[src/rtl/frame_accept_arb.sv]
module frame_accept_arb #(
  parameter int CLK_PERIOD_PS = 10000,
  parameter int MIN_LOW_PS    = 150000,
  parameter int WIN_BITS      = 512
) (
  input  logic clk,
  input  logic rst_n,
  input  logic run_en,
  input  logic rx_active,
  input  logic bit_tick,
  input  logic addr_hit,
  input  logic promisc,
  input  logic runt_ok,
  input  logic ext_rej_n,
  output logic keep,
  output logic dec_valid
);
  localparam int LOW_CLKS = (MIN_LOW_PS + CLK_PERIOD_PS - 1) / CLK_PERIOD_PS;
  localparam int LW = $clog2(LOW_CLKS + 1);
  localparam int BW = $clog2(WIN_BITS + 1);

  logic [1:0]    rej_sync;
  logic [LW-1:0] low_cnt;
  logic [BW-1:0] bit_cnt;
  logic          act_d;
  logic          rej_seen;

  wire rej_q    = (low_cnt == LW'(LOW_CLKS));
  wire start    = run_en & rx_active & ~act_d;
  wire ending   = run_en & act_d & ~rx_active;
  wire win_open = (bit_cnt < BW'(WIN_BITS));
  wire verdict  = (~win_open | runt_ok) & (promisc | addr_hit | ~rej_seen);

  always_ff @(posedge clk) begin
    if (!rst_n) rej_sync <= 2'b11;
    else        rej_sync <= {rej_sync[0], ext_rej_n};
  end

  always_ff @(posedge clk) begin
    if (!rst_n || rej_sync[1]) low_cnt <= '0;
    else if (!rej_q)           low_cnt <= low_cnt + 1'b1;
  end

  always_ff @(posedge clk) begin
    if (!rst_n) begin
      act_d    <= 1'b0;
      bit_cnt  <= '0;
      rej_seen <= 1'b0;
    end else begin
      act_d <= run_en & rx_active;
      if (start) begin
        bit_cnt  <= bit_tick ? BW'(1) : '0;
        rej_seen <= rej_q;
      end else if (run_en & rx_active) begin
        if (bit_tick && win_open) bit_cnt <= bit_cnt + 1'b1;
        if (win_open && rej_q)    rej_seen <= 1'b1;
      end
    end
  end

  always_ff @(posedge clk) begin
    if (!rst_n) begin
      keep      <= 1'b0;
      dec_valid <= 1'b0;
    end else begin
      dec_valid <= ending;
      if (ending) keep <= verdict;
    end
  end
endmodule


[config.mk]
export PLATFORM = sky130hd
export DESIGN_NAME = frame_accept_arb
export DESIGN_NICKNAME = d
export VERILOG_FILES = /design/src/rtl/frame_accept_arb.sv
export SDC_FILE = /design/constraint.sdc
export NUM_CORES = 1
export LEC_CHECK = 0
export BUFFER_PORTS_ARGS = -buffer_cell sky130_fd_sc_hd__buf_2
export CORE_MARGIN = 2
export CORE_UTILIZATION = 52
export CTS_CLUSTER_SIZE = 12
export DETAILED_ROUTE_END_ITERATION = 7
export PLACE_DENSITY = 0.72
export SETUP_SLACK_MARGIN = 0.5
export SYNTH_ARGS = -nofsm -noshare
export SYNTH_HDL_FRONTEND = slang
export SYNTH_SLANG_ARGS = --single-unit
export TNS_END_PERCENT = 10
[constraint.sdc]
create_clock -name clk -period 1.8 [get_ports clk]
set_input_delay 0.18 -clock clk [delete_from_list [all_inputs] [get_ports clk]]
set_output_delay 0.18 -clock clk [all_outputs]
set_load 0.01 [all_outputs]
Word level (Yosys, flattened, before mapping)
Index checks and enable logic that the tools add are counted.
- input bits: 9
- logic and storage cells: 39
- output and inout bits: 2
- bits in registers: 20
- bitwise gates (word level): 12
- $lt $le $gt $ge: 1
- equal/unequal tests: 1
- add/subtract/negate cells: 2
- muxes and demuxes: 7
- reductions and logical operators: 9
- operator list (kind ; number):
    two-way mux 10 bit ; 3
    adder 10 x 1 -> 10 bit (second input constant) ; 1
    less-than comparator 10 bit (second input constant) ; 1
    nonzero test 2 bit ; 3
    bitwise AND 1 bit ; 5
    adder 4 x 1 -> 4 bit (second input constant) ; 1
    == test 4 bit (second input constant) ; 1
    two-way mux 1 bit ; 4
    NOT 1 bit ; 4
    AND reduction 2 bit ; 2
    bitwise OR 1 bit ; 3
    logical AND 1 bit ; 2
    logical NOT 1 bit ; 1
    logical OR 1 bit ; 1

Longest topological paths before layout
Gate-level depths: netlist (run 1).
- depth in word-level cells: 5
- mapped depth: 5
- gate-level depth less buffers: 5

Worst setup path after synthesis (run 1)
Ideal clock, no wire load.
- kind: register to register
- start point: register bit_cnt[0]
- end point: register bit_cnt[8]
- required time: 1666 ps
- arrival time: 1152 ps
- path buffers: 0
- stages on the path, launching flop included: 6
- setup time: 134 ps
- slack: 514 ps
- period minus slack after synthesis: 1286 ps
- cells stage by stage: dfxtp_1 > ha_1 > nand3_2 > a2111oi_4 > xnor2_1 > nor2_1
- word-level cells in the longest chain between the ends: 4
- elaborated cells between the ends (all ways): 8
- classes of those cells: add/sub (1); order compare (1); mux (3); reduce/logical (3)
- ends and longest elaborated chain (item ; RTL line ; RTL):
    from (decl) ; 24 ; logic [BW-1:0] bit_cnt;
    from (signal assigned) ; 52 ; bit_cnt <= bit_tick ? BW'(1) : '0;
    from (signal assigned) ; 55 ; if (bit_tick && win_open) bit_cnt <= bit_cnt + 1'b1;
    adder 10 x 1 -> 10 bit / less-than comparator 10 bit (equally long branches) ; 55, 31 ;
    two-way mux 10 bit / logical AND 1 bit (equally long branches) ; 55 ;
    two-way mux 10 bit / nonzero test 2 bit (equally long branches) ; n/a ;
    two-way mux 10 bit / AND reduction 2 bit (equally long branches) ; n/a ;
Parallel ways exist; a longest one is shown, timed or not. The select of a mux whose other input is x is not followed.
A chain may end at the register's enable or synchronous reset.

Worst setup path in the final report (run 1)
- start point: register bit_cnt[2]
- end point: register bit_cnt[7]
Same word-level chain as after synthesis.

==> impl_metrics.ini, run 1 <==
[yosys]
avgSynthCellArea_um2 = 9.550
synth_top_area_cell = dfxtp_1
syn_inst = 98
yosysWarningCount = 0
yosysUniqueCellTypes = 26
synthTopCellsByArea = dfxtp_1 (43%), a2111oi_4 (8.8%), xnor2_1 (7.5%)
ys_seq_area_share_pct = 42.78
synth_seq_cells = 20
synth_top_area_share_pct = 42.78
synth_fp_nets = 109
syn_area_um2 = 935.9

[clock_network]
clock_sinks = 20
clk_pin_slew_ns = 0.11
htree_levels = 1
clk_latency_ns = 0.28
cts.path.max_buffers = 2
cts_buffers = 3
cts-root-buf = clkbuf_4
post_cts_buffers = 0
cts_tree = built
ctsHoldBuffers = 0

[floorplanning]
die_w_um = 46.43
row_count = 15
start_util_pct = 54.80
dieArea_mm2 = 0.002155
io_pins = 11
die_h_um = 46.43
core_mm2 = 0.001708

[route]
drtAntennaViolNets = 0
vias = 701
drtIter0Drc = 5
wl_per_cell_um = 11.71
finalWirelength_um = 1593
vias_per_cell = 5.154
dr.pass1.iters = 4
drc = 0

[critical_path]
critical_path_class = flop to flop
cp-start-kind = flop
crit_arrival_ns = 1.52
required_ns = 1.97
ff2ff_setup_slack_ns = 0.45
crit_fanout = 5
crit_path_end_kind = flop

[timing]
slew_headroom_pct = 55.79
finClkSkew_ns = 0.006438
hold_ws_ns = 0.08056
slew_violations = 0
max_freq_ghz = 0.7392
hold_viol = 0
setup_viol = 0
timing.final.crit_share_pct = 75.16
min_period_ns = 1.353
rsz0062_at_grt = yes
fin_setup_tns_ns = 0
worst_pin_slew_ns = 0.6588

[global_route]
first_global_vias = 645
overflow = 0
grt_max_degree = 16
grt_usage_pct = 17.23
antenna_found_initial = 0
top_usage_layer = met2
grt_util_met2_pct = 30.00
grt_use_met1_pct = 19.86
grt_pass1_wl_um = 2615
use_met3_pct = 2.745

[power_and_ir_drop]
powerDensity_mw_per_mm2 = 665.2
vdd_drop_max_mv = 0.3686
leakage_nw = 0.3503

[cells_and_area]
final_cells = 136
utilization_pct = 61.39
most-common-layout-cells = dfxtp_1 (18), nor2_1 (17), buf_2 (10), xnor2_1 (8), a21oi_1 (6)
diodes = 0
synthToLayoutAreaGrowth_pct = 12.03
final_common_cell = dfxtp_1
nets = 124
drive_gt1_share_pct = 21.62

[min_path]
hold_class = primary input to flop

[placement]
hpwl_um = 1205
place.port_buffers = 10
gp_congestion = 0.7439
dp_cells = 133

[status]
outcome = finished clean

[flow_run]
cap_viol_max_count = 0
==> worst paths after layout <==
| path | from | endpoint | cells after the start |
|---|---|---|---|
| max | bit_cnt[2]$_SDFFE_PN0P_ | bit_cnt[7]$_SDFFE_PN0P_ | 4 |
| min | ext_rej_n | rej_sync[0]$_SDFF_PN1_ | 2 |
| max reg2reg | bit_cnt[2]$_SDFFE_PN0P_ | bit_cnt[7]$_SDFFE_PN0P_ | 4 |
| min reg2reg | rej_sync[0]$_SDFF_PN1_ | rej_sync[1]$_SDFF_PN1_ | 1 |
==> kinds of logic (layout without fill, tap and decap cells) <==
kind of cell | after synthesis | count (layout) | synth area share (%)
xor gates and xnor gates | 8 | 8 | 7.487
adders and majority gates | 2 | 2 | 2.673
and+or+nand+nor | 40 | 40 | 22.19
buffers and inverters | 7 | 20 | 3.743
muxes | 2 | 2 | 2.139
DFF | 20 | 20 | 42.78
AOI/OAI and AO/OA | 19 | 19 | 18.98
==> cell usage after synthesis <==
| master | instances |
|---|---|
| a21oi_1 | 6 |
| xnor2_1 | 8 |
| a31oi_1 | 1 |
| buf_2 | 1 |
| and2_1 | 2 |
| nor2_1 | 17 |
| o21ai_1 | 1 |
| inv_1 | 5 |
| mux2i_1 | 2 |
| nand2b_1 | 3 |
| a211oi_1 | 4 |
| buf_6 | 1 |
| nand3_1 | 4 |
| dfxtp_1 | 20 |
| nand4_1 | 2 |
| nor3_1 | 2 |
| nand3b_1 | 1 |
| o21ai_0 | 3 |
| nand2b_4 | 1 |
| nor2_2 | 1 |
| nor3b_1 | 1 |
| ha_1 | 2 |
| nand3_2 | 2 |
| a2111oi_4 | 3 |
| a211o_1 | 1 |
| nand2_1 | 4 |
==> layer usage <==
metal / up-vias / wire length (um)
met5: - / 0
met4: 0 / 22
met3: 2 / 49
met2: 7 / 772
met1: 321 / 748
li1: 371 / -
==> critical path, cell delays in order, from the launching register on <==
cell       delay, ns
dfxtp_1         0.42
nand3_2         0.22
a2111oi_4       0.37
xnor2_1         0.19
nor2_2          0.05
==> power by group <==
group	internal [mW]	switching (mW)	leakage (nW)
Sequential	0.448	0.00672	0.163
Clock	0.0775	0.122	0.0138
Combinational	0.0171	0.0261	0.174
==> registers in the layout, indices dropped and copies added (netlist names) <==
signal / count
bit_cnt: 10
low_cnt: 4
rej_sync: 2
act_d: 1
dec_valid: 1
keep: 1
rej_seen: 1
==> per-stage QoR <==
stage,setup slack (ns),cell area (um2),power (mW)
after floorplan,0.5136,935.9,0.4879
after global placement,0.4608,1016,0.5062
after detailed placement,0.3999,1016,0.5072
after CTS,0.4321,1047,0.7066
after global routing,0.3596,1049,0.7292
final,0.4471,1049,0.6974
==> timing repair <==
item,4_1_cts,5_1_grt
gates resized for setup,2,1
endpoints found under the hold margin,0,0
endpoints found under the setup margin,10,14
==> layout make-up <==
cell class / instances / area [um2]
fill: 157 / 659.4
tap: 25 / 31.28
timing repair buffer: 12 / 65.06
sequential: 20 / 402.9
inverter: 5 / 18.77
clock buffer: 3 / 22.52
multi-input combinational: 71 / 508.0
No activity file was read; power rests on OpenSTA's default activity.
==> run 2: changes to the inputs <==
--- a/config.mk
+++ b/config.mk
@@ -7,7 +7,7 @@
 export LEC_CHECK = 0
 export BUFFER_PORTS_ARGS = -buffer_cell sky130_fd_sc_hd__buf_2
 export CORE_MARGIN = 2
-export CORE_UTILIZATION = 52
+export CORE_UTILIZATION = 49
 export CTS_CLUSTER_SIZE = 12
 export DETAILED_ROUTE_END_ITERATION = 7
 export PLACE_DENSITY = 0.72
==> constraint.sdc (replaced) <==
create_clock -name clk -period 1.1 [get_ports clk]
set_input_delay 0.11 -clock clk [delete_from_list [all_inputs] [get_ports clk]]
set_output_delay 0.11 -clock clk [all_outputs]
set_load 0.01 [all_outputs]
==> run 2 against run 1 <==
Against the previous run: the flow now finishes with violations (negative hold slack, negative setup slack); power up 70%; non-clock buffer count up 17; clock skew down 0.0049 ns; register-to-register slack worse by 0.54 ns; setup slack worse by 0.54 ns; sequential share of layout area down 6.9 points; cell area up 28%; largest cell class unchanged.
==> impl_metrics.ini, run 2 (synthesis gave the netlist of run 1 again) <==
[cells_and_area]
drive_gt1_share_pct = 53.13
n_fill_cell = 122
largest_register = bit_cnt
final_common_cell = buf_4
largest_reg_flops = 10
regArea_um2 = 421.7
final_cells = 153
synthToLayoutAreaGrowth_pct = 43.05
nets = 141
most-common-layout-cells = buf_4 (17), nor2_1 (16), dfxtp_2 (11), buf_2 (8)
reg_top3 = bit_cnt: 10 flops, low_cnt: 4 flops, rej_sync: 2 flops
diodes = 0
multi_input_area_um2 = 623.1

[floorplanning]
io_pins = 11
die_w_um = 47.71
start_util_pct = 53.05
dieArea_mm2 = 0.002276
row_count = 15
die_h_um = 47.71
core_mm2 = 0.001764

[critical_path]
crit_fanout = 8
required_ns = 1.30
crit_arrival_ns = 1.40
crit_path_end_kind = flop
reg2reg_depth = 4
cpPeakStageDelay_ns = 0.34
critical_path_class = flop to flop
worstPathCellList = nand2b_4 > a2111oi_4 > xnor2_1 > nor2_2
cp-start-kind = flop
critical-path-slowest-cell = a2111oi_4

[status]
violations = negative hold slack, negative setup slack
outcome = finished with violations

[timing]
hold_viol = 1
slew_violations = 0
setup_viol = 10
hold_ws_ns = -0.006505
finClkSkew_ns = 0.001500
min_period_ns = 1.196
max_freq_ghz = 0.8359
worst_slack_ns = -0.09628
worst_pin_slew_ns = 0.2853
timing.final.crit_share_pct = 108.8
rsz0062_at_grt = yes
slew_headroom_pct = 80.78

[clock_network]
clock_sinks = 20
clk_pin_slew_ns = 0.10
cts_tree = built
htree_levels = 1
clk_latency_ns = 0.29
cts_buffers = 3
cts.path.max_buffers = 2
cts-root-buf = clkbuf_4

[placement]
place.port_buffers = 10
gp_congestion = 0.7968
hpwl_um = 1498
place_worst_setup_slack_ns = -0.1782
dp_cells = 147

[flow_run]
cap_viol_max_count = 0

[power_and_ir_drop]
powerDensity_mw_per_mm2 = 884.8
leakage_nw = 0.4701
vdd_drop_max_mv = 0.8019

[route]
vias_per_cell = 5.242
wl_per_cell_um = 14.45
drtAntennaViolNets = 0
dr.pass1.iters = 4
drc = 0
finalWirelength_um = 2211
vias = 802
drtIter0Drc = 6

[global_route]
grt_usage_pct = 21.45
grt_max_degree = 16
overflow = 0
grt_pass1_wl_um = 3401
first_global_vias = 814
antenna_found_initial = 0

[min_path]
whs_path_depth = 2
hold_class = primary input to flop
-- run 2: path summary, 6_finish.rpt --
path                           start                      end  slack (ns)
max          bit_cnt[9]$_SDFFE_PN0P_  bit_cnt[7]$_SDFFE_PN0P_        -0.1
min                        ext_rej_n   rej_sync[0]$_SDFF_PN1_      -0.007
max reg2reg  bit_cnt[9]$_SDFFE_PN0P_  bit_cnt[7]$_SDFFE_PN0P_        -0.1
min reg2reg   rej_sync[0]$_SDFF_PN1_   rej_sync[1]$_SDFF_PN1_        0.45
-- run 2: what timing repair did --
item                                    in CTS  in global routing
hold endpoints to repair                     1                  1
resized for setup                           27                 10
cloned                                       0                  0
pin swaps                                   22                 13
endpoints found under the setup margin      19                 19
buffers inserted                             3                  0
-- run 2: power breakdown --
part           leakage (nW)  total [mW]  switching (mW)  internal, mW
sequential            0.169       0.735         0.00619         0.729
clock                0.0138       0.340           0.213         0.128
combinational         0.287       0.109          0.0624        0.0467
total                 0.470        1.18           0.281         0.903
-- run 2: layout make-up --
cell class                      instances  area share (%)
Multi-Input combinational cell         71           46.54
Inverter                                5           1.402
Clock buffer                            3           1.682
Tap cell                               25           2.336
Timing Repair Buffer                   29           16.54
Sequential cell                        20           31.50
-- run 2: stage by stage --
stage | instance area [um2] | total power [mW] | setup TNS, ns | util (%)
after floorplan | 952.2 | 0.8008 | -0.9269 | -
after global placement | 1146 | 0.8431 | -0.5947 | 64.96
after detailed placement | 1146 | 0.8490 | -0.9589 | 64.96
after CTS | 1299 | 1.196 | -0.4734 | 73.62
after global routing | 1339 | 1.233 | -1.055 | 75.89
final | 1339 | 1.185 | -0.5002 | 75.89
-- run 2: critical path: cells and delay by family, from the launching register on --
kind | cells | cell delay [ns]
flops | 1 | 0.33
xor+xnor | 1 | 0.17
simple gates | 2 | 0.26
compound gates | 1 | 0.34
-- run 2: routing by layer --
layer	vias up	GRT usage [%]	part of all wire (%)
met5	-	0	0
met4	0	8.108	1.5
met3	4	3.396	2.0
met2	10	39.47	56
met1	385	24.59	40
li1	403	-	-
==> run 3: changes to the inputs <==
--- a/config.mk
+++ b/config.mk
@@ -7,9 +7,10 @@
 export LEC_CHECK = 0
 export BUFFER_PORTS_ARGS = -buffer_cell sky130_fd_sc_hd__buf_2
 export CORE_MARGIN = 2
-export CORE_UTILIZATION = 49
+export CORE_UTILIZATION = 52
 export CTS_CLUSTER_SIZE = 12
 export DETAILED_ROUTE_END_ITERATION = 7
+export GPL_ROUTABILITY_DRIVEN = 0
 export PLACE_DENSITY = 0.72
 export SETUP_SLACK_MARGIN = 0.5
 export SYNTH_ARGS = -nofsm -noshare
==> constraint.sdc (replaced) <==
create_clock -name clk -period 1.45 [get_ports clk]
set_input_delay 0.145 -clock clk [delete_from_list [all_inputs] [get_ports clk]]
set_output_delay 0.145 -clock clk [all_outputs]
set_load 0.01 [all_outputs]
==> run 3 against run 2 <==
Against the previous run: critical endpoint is now bit_cnt[6]$_SDFFE_PN0P_; maximum frequency rose by 0.81%; first-iteration DRC count rose by 83%; largest power group unchanged; the run now ends clean; via count is 6.4% lower; utilization down 6.7 points.
==> impl_metrics.ini, run 3 (synthesis gave the netlist of run 1 again) <==
[status]
outcome = finished clean

[timing]
slew_headroom_pct = 81.98
worst_slack_ns = 0.2633
finClkSkew_ns = 0.004413
max_freq_ghz = 0.8427
slew_violations = 0
timing.final.crit_share_pct = 81.84
worst_pin_slew_ns = 0.2687
rsz0062_at_grt = yes
setup_viol = 0
min_period_ns = 1.187
hold_ws_ns = 0.01861
hold_viol = 0
fin_setup_tns_ns = 0

[cells_and_area]
synthToLayoutAreaGrowth_pct = 26.34
largest_reg_flops = 10
final_cells = 142
largest_register = bit_cnt
design_area_mm2 = 0.001182
reg_top3 = bit_cnt: 10 flops, low_cnt: 4 flops, rej_sync: 2 flops
diodes = 0
final_common_cell = nor2_1
n_fill_cell = 136
most-common-layout-cells = nor2_1 (17), buf_2 (10), dfxtp_1 (9), xnor2_1 (8), dfxtp_2 (7)
nets = 129
drive_gt1_share_pct = 38.46

[route]
drtIter0Drc = 11
drtAntennaViolNets = 0
dr.pass1.iters = 4
vias = 751
wl_per_cell_um = 12.15
vias_per_cell = 5.289
drc = 0
finalWirelength_um = 1725

[critical_path]
crit_path_end_kind = flop
ff2ff_setup_slack_ns = 0.26
rr_endpoint = bit_cnt[6]$_SDFFE_PN0P_
reg2reg_depth = 4
crit_fanout = 8
r2r_start = bit_cnt[9]$_SDFFE_PN0P_
cp-start-kind = flop
required_ns = 1.65
critPathLaunch = bit_cnt[9]$_SDFFE_PN0P_
critPathCapture = bit_cnt[6]$_SDFFE_PN0P_
crit_arrival_ns = 1.39
critical_path_class = flop to flop

[clock_network]
cts-root-buf = clkbuf_4
cts_tree = built
clock_sinks = 20
cts.path.max_buffers = 2
cts_buffers = 3
clk_latency_ns = 0.29
clk_pin_slew_ns = 0.12
htree_levels = 1

[floorplanning]
io_pins = 11
dieArea_mm2 = 0.002155
row_count = 15
die_h_um = 46.43
die_w_um = 46.43
start_util_pct = 54.80
core_mm2 = 0.001708

[flow_run]
cap_viol_max_count = 0

[power_and_ir_drop]
power_frac_seq_pct = 51.6
leakage_nw = 0.3905
intPower_mw = 0.8565
power_switching_mw = 0.2178
powerDensity_mw_per_mm2 = 908.5
p_clk_share_pct = 42.1
comb_power_share_pct = 6.3
p_sw_share_pct = 20.27
vdd_drop_max_mv = 0.5414

[placement]
hpwl_um = 1171
place_worst_setup_slack_ns = 0.1452
place.port_buffers = 10
dp_cells = 133
placed_cell_area_mm2 = 0.001028

[global_route]
first_global_vias = 712
grt_usage_pct = 18.46
grt_pass1_wl_um = 2911
antenna_found_initial = 0
overflow = 0
grt_max_degree = 13

[min_path]
hold_class = primary input to flop
## run 3: cell count changes in the layout (fill, tap and decap cells not counted), sizes merged
cell	delta
buf	-12
bufinv	+1
## run 3: worst max-delay path, stage by stage, from the launching register on
cell       delay [ns]
dfxtp_4          0.36
nand2b_4         0.20
a2111oi_4        0.33
xnor2_1          0.16
nor2_1           0.05
## run 3: power by group through the flow
stage | clock [mW] | sequential [mW] | combinational, mW
6_report | 0.452 | 0.555 | 0.0675
5_1_grt | 0.489 | 0.556 | 0.0744
2_1_floorplan | 0 | 0.574 | 0.0336
4_1_cts | 0.466 | 0.558 | 0.0670
3_5_place_dp | 0 | 0.576 | 0.0561
3_3_place_gp | 0 | 0.575 | 0.0552
## run 3: stage by stage
step | power, mW | util, %
5_1_grt | 1.119 | 69.23
4_1_cts | 1.091 | 68.64
3_3_place_gp | 0.6306 | 60.22
3_5_place_dp | 0.6319 | 60.22
6_report | 1.074 | 69.23
2_1_floorplan | 0.6075 | -
## run 3: what timing repair did
| item | CTS | global route |
|---|---|---|
| endpoints found under the hold margin | 0 | 0 |
| pin swaps | 6 | 0 |
| setup buffers | 5 | 0 |
| setup endpoints to repair | 16 | 17 |
| gates resized for setup | 18 | 3 |
| hold buffers | 0 | 0 |
## run 3: final cells by class
class,instances,area [um2],area share (%)
clock buffers,3,22.52,1.905
clock inverters,1,30.03,2.540
inverters,5,18.77,1.587
multi-input cells,71,549.3,46.46
flip-flops and latches,20,424.2,35.87
well taps,25,31.28,2.646
repair buffers,17,106.4,8.995
## run 3: how the worst min path moves through the flow
stage          startpoint                     end  slack (ns)  depth (start not counted)
2_1_floorplan       rst_n  rej_sync[0]$_SDFF_PN1_        0.22                          1
5_1_grt         ext_rej_n  rej_sync[0]$_SDFF_PN1_        0.01                          2
3_5_place_dp    ext_rej_n  rej_sync[0]$_SDFF_PN1_        0.33                          2
4_1_cts         ext_rej_n  rej_sync[0]$_SDFF_PN1_        0.01                          2
6_report        ext_rej_n  rej_sync[0]$_SDFF_PN1_        0.02                          2
3_3_place_gp    ext_rej_n  rej_sync[0]$_SDFF_PN1_        0.33                          2
## run 3: layer usage
metal,vias to the layer above,GRT usage [%],wire length (um)
met4,0,4.571,0
met3,0,4.314,56
met2,16,30.28,857
li1,376,-,-
met1,359,24.23,811
met5,-,0,0
